File: src/rtl/esc_dec_pkg.sv
package esc_dec_pkg;

  // Command indices in the order the command byte encodes them
  typedef enum logic [2:0] {
    CMD_RESET   = 3'd0,
    CMD_TRIGGER = 3'd1,
    CMD_ARM     = 3'd2,
    CMD_DCM     = 3'd3,
    CMD_START   = 3'd4
  } cmd_e;

  // Header and payload parsing phases
  typedef enum logic [1:0] {
    PH_TGT   = 2'd0,
    PH_FIRST = 2'd1,
    PH_LAST  = 2'd2,
    PH_DATA  = 2'd3
  } phase_e;

  localparam int WORD_W = 16;
  localparam int DAC_FIELD_W = 4;

endpackage

File: src/rtl/esc_unstuffer.sv
module esc_unstuffer #(
  parameter logic [7:0] ESC_BYTE = 8'hA5,
  parameter int NUM_CMD = 5,
  localparam int IDX_W = $clog2(NUM_CMD)
) (
  input  logic             clk,
  input  logic             rst,
  input  logic             in_vld,
  input  logic [7:0]       in_byte,
  output logic             dat_vld,
  output logic [7:0]       dat_byte,
  output logic             cmd_vld,
  output logic [IDX_W-1:0] cmd_idx,
  output logic             cmd_dis
);

  localparam logic [6:0] CMD_LIM = 7'(NUM_CMD);

  logic esc_pend;

  always_ff @(posedge clk) begin
    if (rst) begin
      esc_pend <= 1'b0;
      dat_vld  <= 1'b0;
      dat_byte <= '0;
      cmd_vld  <= 1'b0;
      cmd_idx  <= '0;
      cmd_dis  <= 1'b0;
    end else begin
      dat_vld <= 1'b0;
      cmd_vld <= 1'b0;
      if (in_vld) begin
        if (!esc_pend) begin
          if (in_byte == ESC_BYTE) begin
            esc_pend <= 1'b1;
          end else begin
            dat_vld  <= 1'b1;
            dat_byte <= in_byte;
          end
        end else begin
          esc_pend <= 1'b0;
          if (in_byte == ESC_BYTE) begin
            // doubled escape collapses into one literal byte
            dat_vld  <= 1'b1;
            dat_byte <= ESC_BYTE;
          end else if (in_byte[7:1] < CMD_LIM) begin
            cmd_vld <= 1'b1;
            cmd_idx <= in_byte[IDX_W:1];
            cmd_dis <= in_byte[0];
          end
          // any other byte after an escape is dropped
        end
      end
    end
  end

endmodule

File: src/rtl/cmd_bank.sv
module cmd_bank #(
  parameter int NUM_CMD = 5,
  localparam int IDX_W = $clog2(NUM_CMD)
) (
  input  logic               clk,
  input  logic               rst,
  input  logic               cmd_vld,
  input  logic [IDX_W-1:0]   cmd_idx,
  input  logic               cmd_dis,
  output logic [NUM_CMD-1:0] level,
  output logic [NUM_CMD-1:0] pulse
);

  for (genvar g = 0; g < NUM_CMD; g++) begin : g_cmd
    logic hit;
    assign hit = cmd_vld && (cmd_idx == IDX_W'(g));

    always_ff @(posedge clk) begin
      if (rst) begin
        level[g] <= 1'b0;
        pulse[g] <= 1'b0;
      end else begin
        pulse[g] <= hit;
        if (hit) level[g] <= ~cmd_dis;
      end
    end
  end

endmodule

File: src/rtl/word_assembler.sv
module word_assembler #(
  parameter int WORD_W = 16
) (
  input  logic              clk,
  input  logic              rst,
  input  logic              clear,
  input  logic              dat_vld,
  input  logic [7:0]        dat_byte,
  output logic              word_vld,
  output logic [WORD_W-1:0] word
);

  logic       have_lo;
  logic [7:0] lo_q;

  // low byte arrives first; the word completes with the high byte
  assign word_vld = dat_vld && have_lo && !clear;
  assign word     = {dat_byte, lo_q};

  always_ff @(posedge clk) begin
    if (rst || clear) begin
      have_lo <= 1'b0;
      lo_q    <= '0;
    end else if (dat_vld) begin
      have_lo <= ~have_lo;
      if (!have_lo) lo_q <= dat_byte;
    end
  end

endmodule

File: src/rtl/write_framer.sv
module write_framer
  import esc_dec_pkg::*;
#(
  parameter int AW = 16,
  parameter int BOARD_W = 4,
  parameter int NUM_DAC = 3,
  parameter int DAC_W = 2,
  localparam int BF_W = WORD_W - DAC_FIELD_W
) (
  input  logic              clk,
  input  logic              rst,
  input  logic              abort,
  input  logic              word_vld,
  input  logic [WORD_W-1:0] word,
  input  logic [BOARD_W-1:0] board_id,
  output logic              mem_we,
  output logic [DAC_W-1:0]  mem_dac,
  output logic [AW-1:0]     mem_addr,
  output logic [WORD_W-1:0] mem_wdata
);

  localparam logic [DAC_FIELD_W-1:0] DAC_LIM = DAC_FIELD_W'(NUM_DAC);

  phase_e           phase;
  logic             tgt_ok;
  logic [DAC_W-1:0] dac_q;
  logic [AW-1:0]    cur_q;
  logic [AW-1:0]    last_q;
  logic [BF_W-1:0]  board_ext;
  logic             board_hit;
  logic             dac_hit;

  assign board_ext = {{(BF_W-BOARD_W){1'b0}}, board_id};
  assign board_hit = (word[WORD_W-1:DAC_FIELD_W] == board_ext);
  assign dac_hit   = (word[DAC_FIELD_W-1:0] < DAC_LIM);

  always_ff @(posedge clk) begin
    if (rst) begin
      phase     <= PH_TGT;
      tgt_ok    <= 1'b0;
      dac_q     <= '0;
      cur_q     <= '0;
      last_q    <= '0;
      mem_we    <= 1'b0;
      mem_dac   <= '0;
      mem_addr  <= '0;
      mem_wdata <= '0;
    end else begin
      mem_we <= 1'b0;
      if (abort) begin
        phase <= PH_TGT;
      end else if (word_vld) begin
        unique case (phase)
          PH_TGT: begin
            tgt_ok <= board_hit && dac_hit;
            dac_q  <= word[DAC_W-1:0];
            phase  <= PH_FIRST;
          end
          PH_FIRST: begin
            cur_q <= word[AW-1:0];
            phase <= PH_LAST;
          end
          PH_LAST: begin
            last_q <= word[AW-1:0];
            phase  <= PH_DATA;
          end
          PH_DATA: begin
            if (tgt_ok) begin
              mem_we    <= 1'b1;
              mem_dac   <= dac_q;
              mem_addr  <= cur_q;
              mem_wdata <= word;
            end
            if (cur_q == last_q) phase <= PH_TGT;
            else cur_q <= cur_q + 1'b1;
          end
          default: phase <= PH_TGT;
        endcase
      end
    end
  end

endmodule

File: src/rtl/esc_stream_decoder.sv
module esc_stream_decoder
  import esc_dec_pkg::*;
#(
  parameter logic [7:0] ESC_BYTE = 8'hA5,
  parameter int NUM_CMD = 5,
  parameter int NUM_DAC = 3,
  parameter int DAC_W = 2,
  parameter int BOARD_W = 4,
  parameter int AW = 16
) (
  input  logic               clk,
  input  logic               rst,
  input  logic               in_valid,
  input  logic [7:0]         in_data,
  output logic               in_ready,
  input  logic [BOARD_W-1:0] board_id,
  output logic [NUM_CMD-1:0] cmd_level,
  output logic [NUM_CMD-1:0] cmd_pulse,
  output logic               mem_we,
  output logic [DAC_W-1:0]   mem_dac,
  output logic [AW-1:0]      mem_addr,
  output logic [15:0]        mem_wdata
);

  localparam int IDX_W = $clog2(NUM_CMD);

  logic             dat_vld;
  logic [7:0]       dat_byte;
  logic             cmd_vld;
  logic [IDX_W-1:0] cmd_idx;
  logic             cmd_dis;
  logic             abort;
  logic             word_vld;
  logic [WORD_W-1:0] word;

  // every byte is taken in the cycle it is offered
  assign in_ready = ~rst;
  assign abort    = cmd_vld && (cmd_idx == IDX_W'(CMD_RESET));

  esc_unstuffer #(.ESC_BYTE(ESC_BYTE), .NUM_CMD(NUM_CMD)) unstuff_i (
    .clk(clk), .rst(rst),
    .in_vld(in_valid), .in_byte(in_data),
    .dat_vld(dat_vld), .dat_byte(dat_byte),
    .cmd_vld(cmd_vld), .cmd_idx(cmd_idx), .cmd_dis(cmd_dis)
  );

  cmd_bank #(.NUM_CMD(NUM_CMD)) cmds_i (
    .clk(clk), .rst(rst),
    .cmd_vld(cmd_vld), .cmd_idx(cmd_idx), .cmd_dis(cmd_dis),
    .level(cmd_level), .pulse(cmd_pulse)
  );

  word_assembler #(.WORD_W(WORD_W)) words_i (
    .clk(clk), .rst(rst), .clear(abort),
    .dat_vld(dat_vld), .dat_byte(dat_byte),
    .word_vld(word_vld), .word(word)
  );

  write_framer #(.AW(AW), .BOARD_W(BOARD_W), .NUM_DAC(NUM_DAC), .DAC_W(DAC_W)) framer_i (
    .clk(clk), .rst(rst), .abort(abort),
    .word_vld(word_vld), .word(word), .board_id(board_id),
    .mem_we(mem_we), .mem_dac(mem_dac), .mem_addr(mem_addr), .mem_wdata(mem_wdata)
  );

endmodule

File: config.mk
export PLATFORM = sky130hd
export DESIGN_NAME = esc_stream_decoder
export DESIGN_NICKNAME = d
export VERILOG_FILES = /design/src/rtl/esc_dec_pkg.sv /design/src/rtl/esc_unstuffer.sv /design/src/rtl/cmd_bank.sv /design/src/rtl/word_assembler.sv /design/src/rtl/write_framer.sv /design/src/rtl/esc_stream_decoder.sv
export SDC_FILE = /design/constraint.sdc
export NUM_CORES = 1
export LEC_CHECK = 0
export ABC_AREA = 1
export BUFFER_PORTS_ARGS = -buffer_cell sky130_fd_sc_hd__buf_2
export CAP_MARGIN = 10
export CELL_PAD_IN_SITES_DETAIL_PLACEMENT = 1
export CELL_PAD_IN_SITES_GLOBAL_PLACEMENT = 2
export CORE_ASPECT_RATIO = 0.7
export CORE_MARGIN = 5
export CORE_UTILIZATION = 29
export CTS_CLUSTER_SIZE = 28
export DETAILED_ROUTE_END_ITERATION = 8
export PLACE_DENSITY_LB_ADDON = 0.05
export REMOVE_ABC_BUFFERS = 1
export SETUP_SLACK_MARGIN = 0.2
export SYNTH_ARGS = -nofsm -noshare
export SYNTH_HDL_FRONTEND = slang
export SYNTH_SLANG_ARGS = --single-unit
File: constraint.sdc
create_clock -name clk -period 1.5 [get_ports clk]
set_input_delay 0.225 -clock clk [delete_from_list [all_inputs] [get_ports clk]]
set_output_delay 0.225 -clock clk [all_outputs]
set_load 0.1 [all_outputs]
==> impl_metrics.toml <==
[floorplan]
core_um2 = 16200
ios = 61
initial_core_util_pct = 29.3
die_h_um = 117
die_area_um2 = 19100
die_w_um = 163
placementRows = 39

[route]
dr.pass1.iters = 4
ant_nets = 0
viasPerCell = 4.72
drtIter0Drc = 203
vias = 5119
drc = 0
drt-total-wl_mm = 18.9
wire_per_inst_um = 17.5

[place]
place.port_buffers = 60
routabilityCongestion = 0.868
hpwl_mm = 12.0
place_inst = 1037

[critical_path]
crit_buf_inv = 2
crit_required_ps = 1780
critPathArrivalTime_ps = 1890
crit_path_end_kind = "register"
crit_slowest_cell = "dfxtp_4"
max_stage_delay_ps = 390
reg2reg_slack_ps = -110
worst-r2r-cell-count = 13
start_kind = "register"
path_common_cell = "nand2_1"
r2r_start = "framer_i.cur_q[2]"
path_cells = "inv_2, nand2_1, nand2_1, nor2_2, nand2_1, nor2_1, nand2_1, nand2_2, nand2_4, buf_8, nand3_1, nand2_1, nor2_1"
cp_max_fo = 10
critical_path.top_delay_family = "simple AND/OR/NAND/NOR gates"
worst-setup-path-type = "register to register"
rr_endpoint = "framer_i.cur_q[9]"

[hold_path]
holdPathStages = 4
holdPathEnd = "unstuff_i.dat_byte[4]"
min_path_type = "input port to register"
hold_start = "in_data[4]"

[synth]
yosysTopAreaCell = "dfxtp_1"
synth.most_common_cell = "nor2_1"
ys_types = 33
yosysSeqAreaShare_pct = 44.6
synth_edf_count = 0
yosysTopAreaCellShare_pct = 44.6
synthTopCellsByCount = "nor2_1 (130), nand2_1 (128), dfxtp_1 (106), a21oi_1 (82), inv_1 (66)"
yosys_warnings = 0
synth_seq_cells = 106
synthArstFlopShare_pct = 0
syn_area_per_cell_um2 = 6.95
synth_area_leaders = "dfxtp_1 (45%), nor2_1 (10%), nand2_1 (10%), a21oi_1 (8.6%), inv_1 (5.2%)"
syn_inst = 684
synth_ff_type = "dfxtp_1"
syn-cell-area_um2 = 4750

[cts]
clk_latency_ps = 360
cts_buffer_depth = 2
cts_tree = "done"
clockRootBuffer = "clkbuf_16"
path_clk_slew_ps = 80
cts_made_buffers = 9
htree_levels = 3
clock-sinks = 106

[timing]
setup_slack_ps = -112
relSlewSlack_pct = 68.0
fmax_mhz = 620
slew_viol_final = 0
finalHoldViolations = 0
rsz0062_at_grt = "yes"
period_minus_slack_ps = 1610
finalClockSkew_ps = 9.16
finalCritPeriodShare_pct = 107
whs_ps = 198
tightest_slew_ps = 484
setup_viol = 41

[layout]
area_growth_pct = 68.4
seqCellArea_um2 = 2170
final_nets = 875
diodes = 0
multi_input_area_um2 = 3050
fill_cells = 1942
layout.cells.non_filler = 1084
drive_above_1_share_pct = 50.3

[status]
violations = "setup timing"
outcome = "complete, but fails checks"

[power]
leakage_nw = 3.28
ir_worst_vdd_mv = 0.652
finalPower_mw = 5.88
p_per_area_nw_per_um2 = 735

[global_routing]
grt_max_degree = 52
grt_pass1_wl_mm = 28.9
track_usage_pct = 19.9
grt_overflow = 0
grt_pass1_vias = 5329
grt_antenna_before_repair = 0

[run]
cap_violations = 0
[cell type report]
cell class	instances	share of cell area, %
Clock buffer	10	2.98
Inverter	73	3.55
Tap cell	225	3.52
Clock inverter	6	0.984
Multi-Input combinational cell	474	38.1
Timing Repair Buffer	190	23.7
Sequential cell	106	27.1
[timing repair]
action                                  CTS  global route
resized for setup                       225           151
setup buffers                            13             6
endpoints found under the setup margin  127            93
gates cloned                              8             4
pin swaps                                33            49
hold buffers                              0             0
[layout by cell type, fill, tap and decap left out, drive strengths merged]
cell	instances
o22ai	1
o21ai	45
clkbuf	14
dfxtp	106
a22oi	1
xnor2	1
inv	78
a31oi	1
nand3	31
ha	6
nor2	132
nand4	5
nor3	9
bufinv	1
o31ai	4
a211oi	4
buf	186
a22o	1
a21oi	82
nor4	5
nand3b	1
xor2	3
nand2	132
or2	10
[through the flow]
stage | TNS, ps | worst slack (ps) | instance area [um^2] | utilization [%]
finish | -2610 | -112 | 8010 | 49.4
global placement | -2780 | -152 | 6010 | 37.1
CTS | -1110 | -60.8 | 7310 | 45.1
global route | -6510 | -225 | 8010 | 49.4
detailed placement | -3820 | -202 | 6010 | 37.1
floorplan | -37200 | -837 | 4590 | -
[worst min-delay path, cell delays in order]
cell,delay (ps)
buf_8,80
buf_4,100
nand3_1,70
o31ai_1,60
[logic make-up after synthesis]
kind of cell,after synthesis,share of synthesized area (%)
fa+ha+maj,6,1.58
simple gates,325,28.6
flops,106,44.6
buf+inv,104,9.24
xor+xnor,4,0.737
compound gates,139,15.2
[where the power goes]
| part | internal, mW | total, mW | switching [mW] | leakage (nW) |
|---|---|---|---|---|
| clock network | 1.39 | 2.60 | 1.21 | 0.158 |
| logic | 0.159 | 0.422 | 0.263 | 2.25 |
| registers | 2.83 | 2.87 | 0.0384 | 0.872 |
[state kept, by name, summed over array words and instances (netlist names)]
| name | count |
|---|---|
| framer_i.cur_q | 16 |
| framer_i.last_q | 16 |
| framer_i.mem_addr | 16 |
| framer_i.mem_wdata | 16 |
| unstuff_i.dat_byte | 8 |
| words_i.lo_q | 8 |
| cmds_i.level | 5 |
| cmds_i.pulse | 5 |
| unstuff_i.cmd_idx | 3 |
| framer_i.dac_q | 2 |
| framer_i.mem_dac | 2 |
| framer_i.phase | 2 |
| framer_i.mem_we | 1 |
| framer_i.tgt_ok | 1 |
| unstuff_i.cmd_dis | 1 |
| unstuff_i.cmd_vld | 1 |
| unstuff_i.dat_vld | 1 |
| unstuff_i.esc_pend | 1 |
| words_i.have_lo | 1 |
[routing by layer]
layer	GRT usage (%)	part of all wire (%)	vias up
met5	0	0	-
met4	4.30	1.4	0
met3	4.10	3.3	18
met2	32.9	46	62
met1	27.1	49	2513
li1	-	-	2526
[worst max-delay path by stage]
stage                             startpoint                     to  slack, ps  cells after the start
after CTS                  unstuff_i.cmd_vld   framer_i.mem_addr[3]        -60                     11
final                      framer_i.cur_q[2]      framer_i.cur_q[9]       -110                     13
after floorplan            framer_i.phase[0]  framer_i.mem_wdata[6]       -840                      4
after global routing      framer_i.cur_q[11]      framer_i.cur_q[4]       -230                     14
after detailed placement   framer_i.cur_q[0]     framer_i.cur_q[10]       -200                     10
after global placement     framer_i.cur_q[0]     framer_i.cur_q[10]       -150                     10
Power figures use the tool's default switching activity.
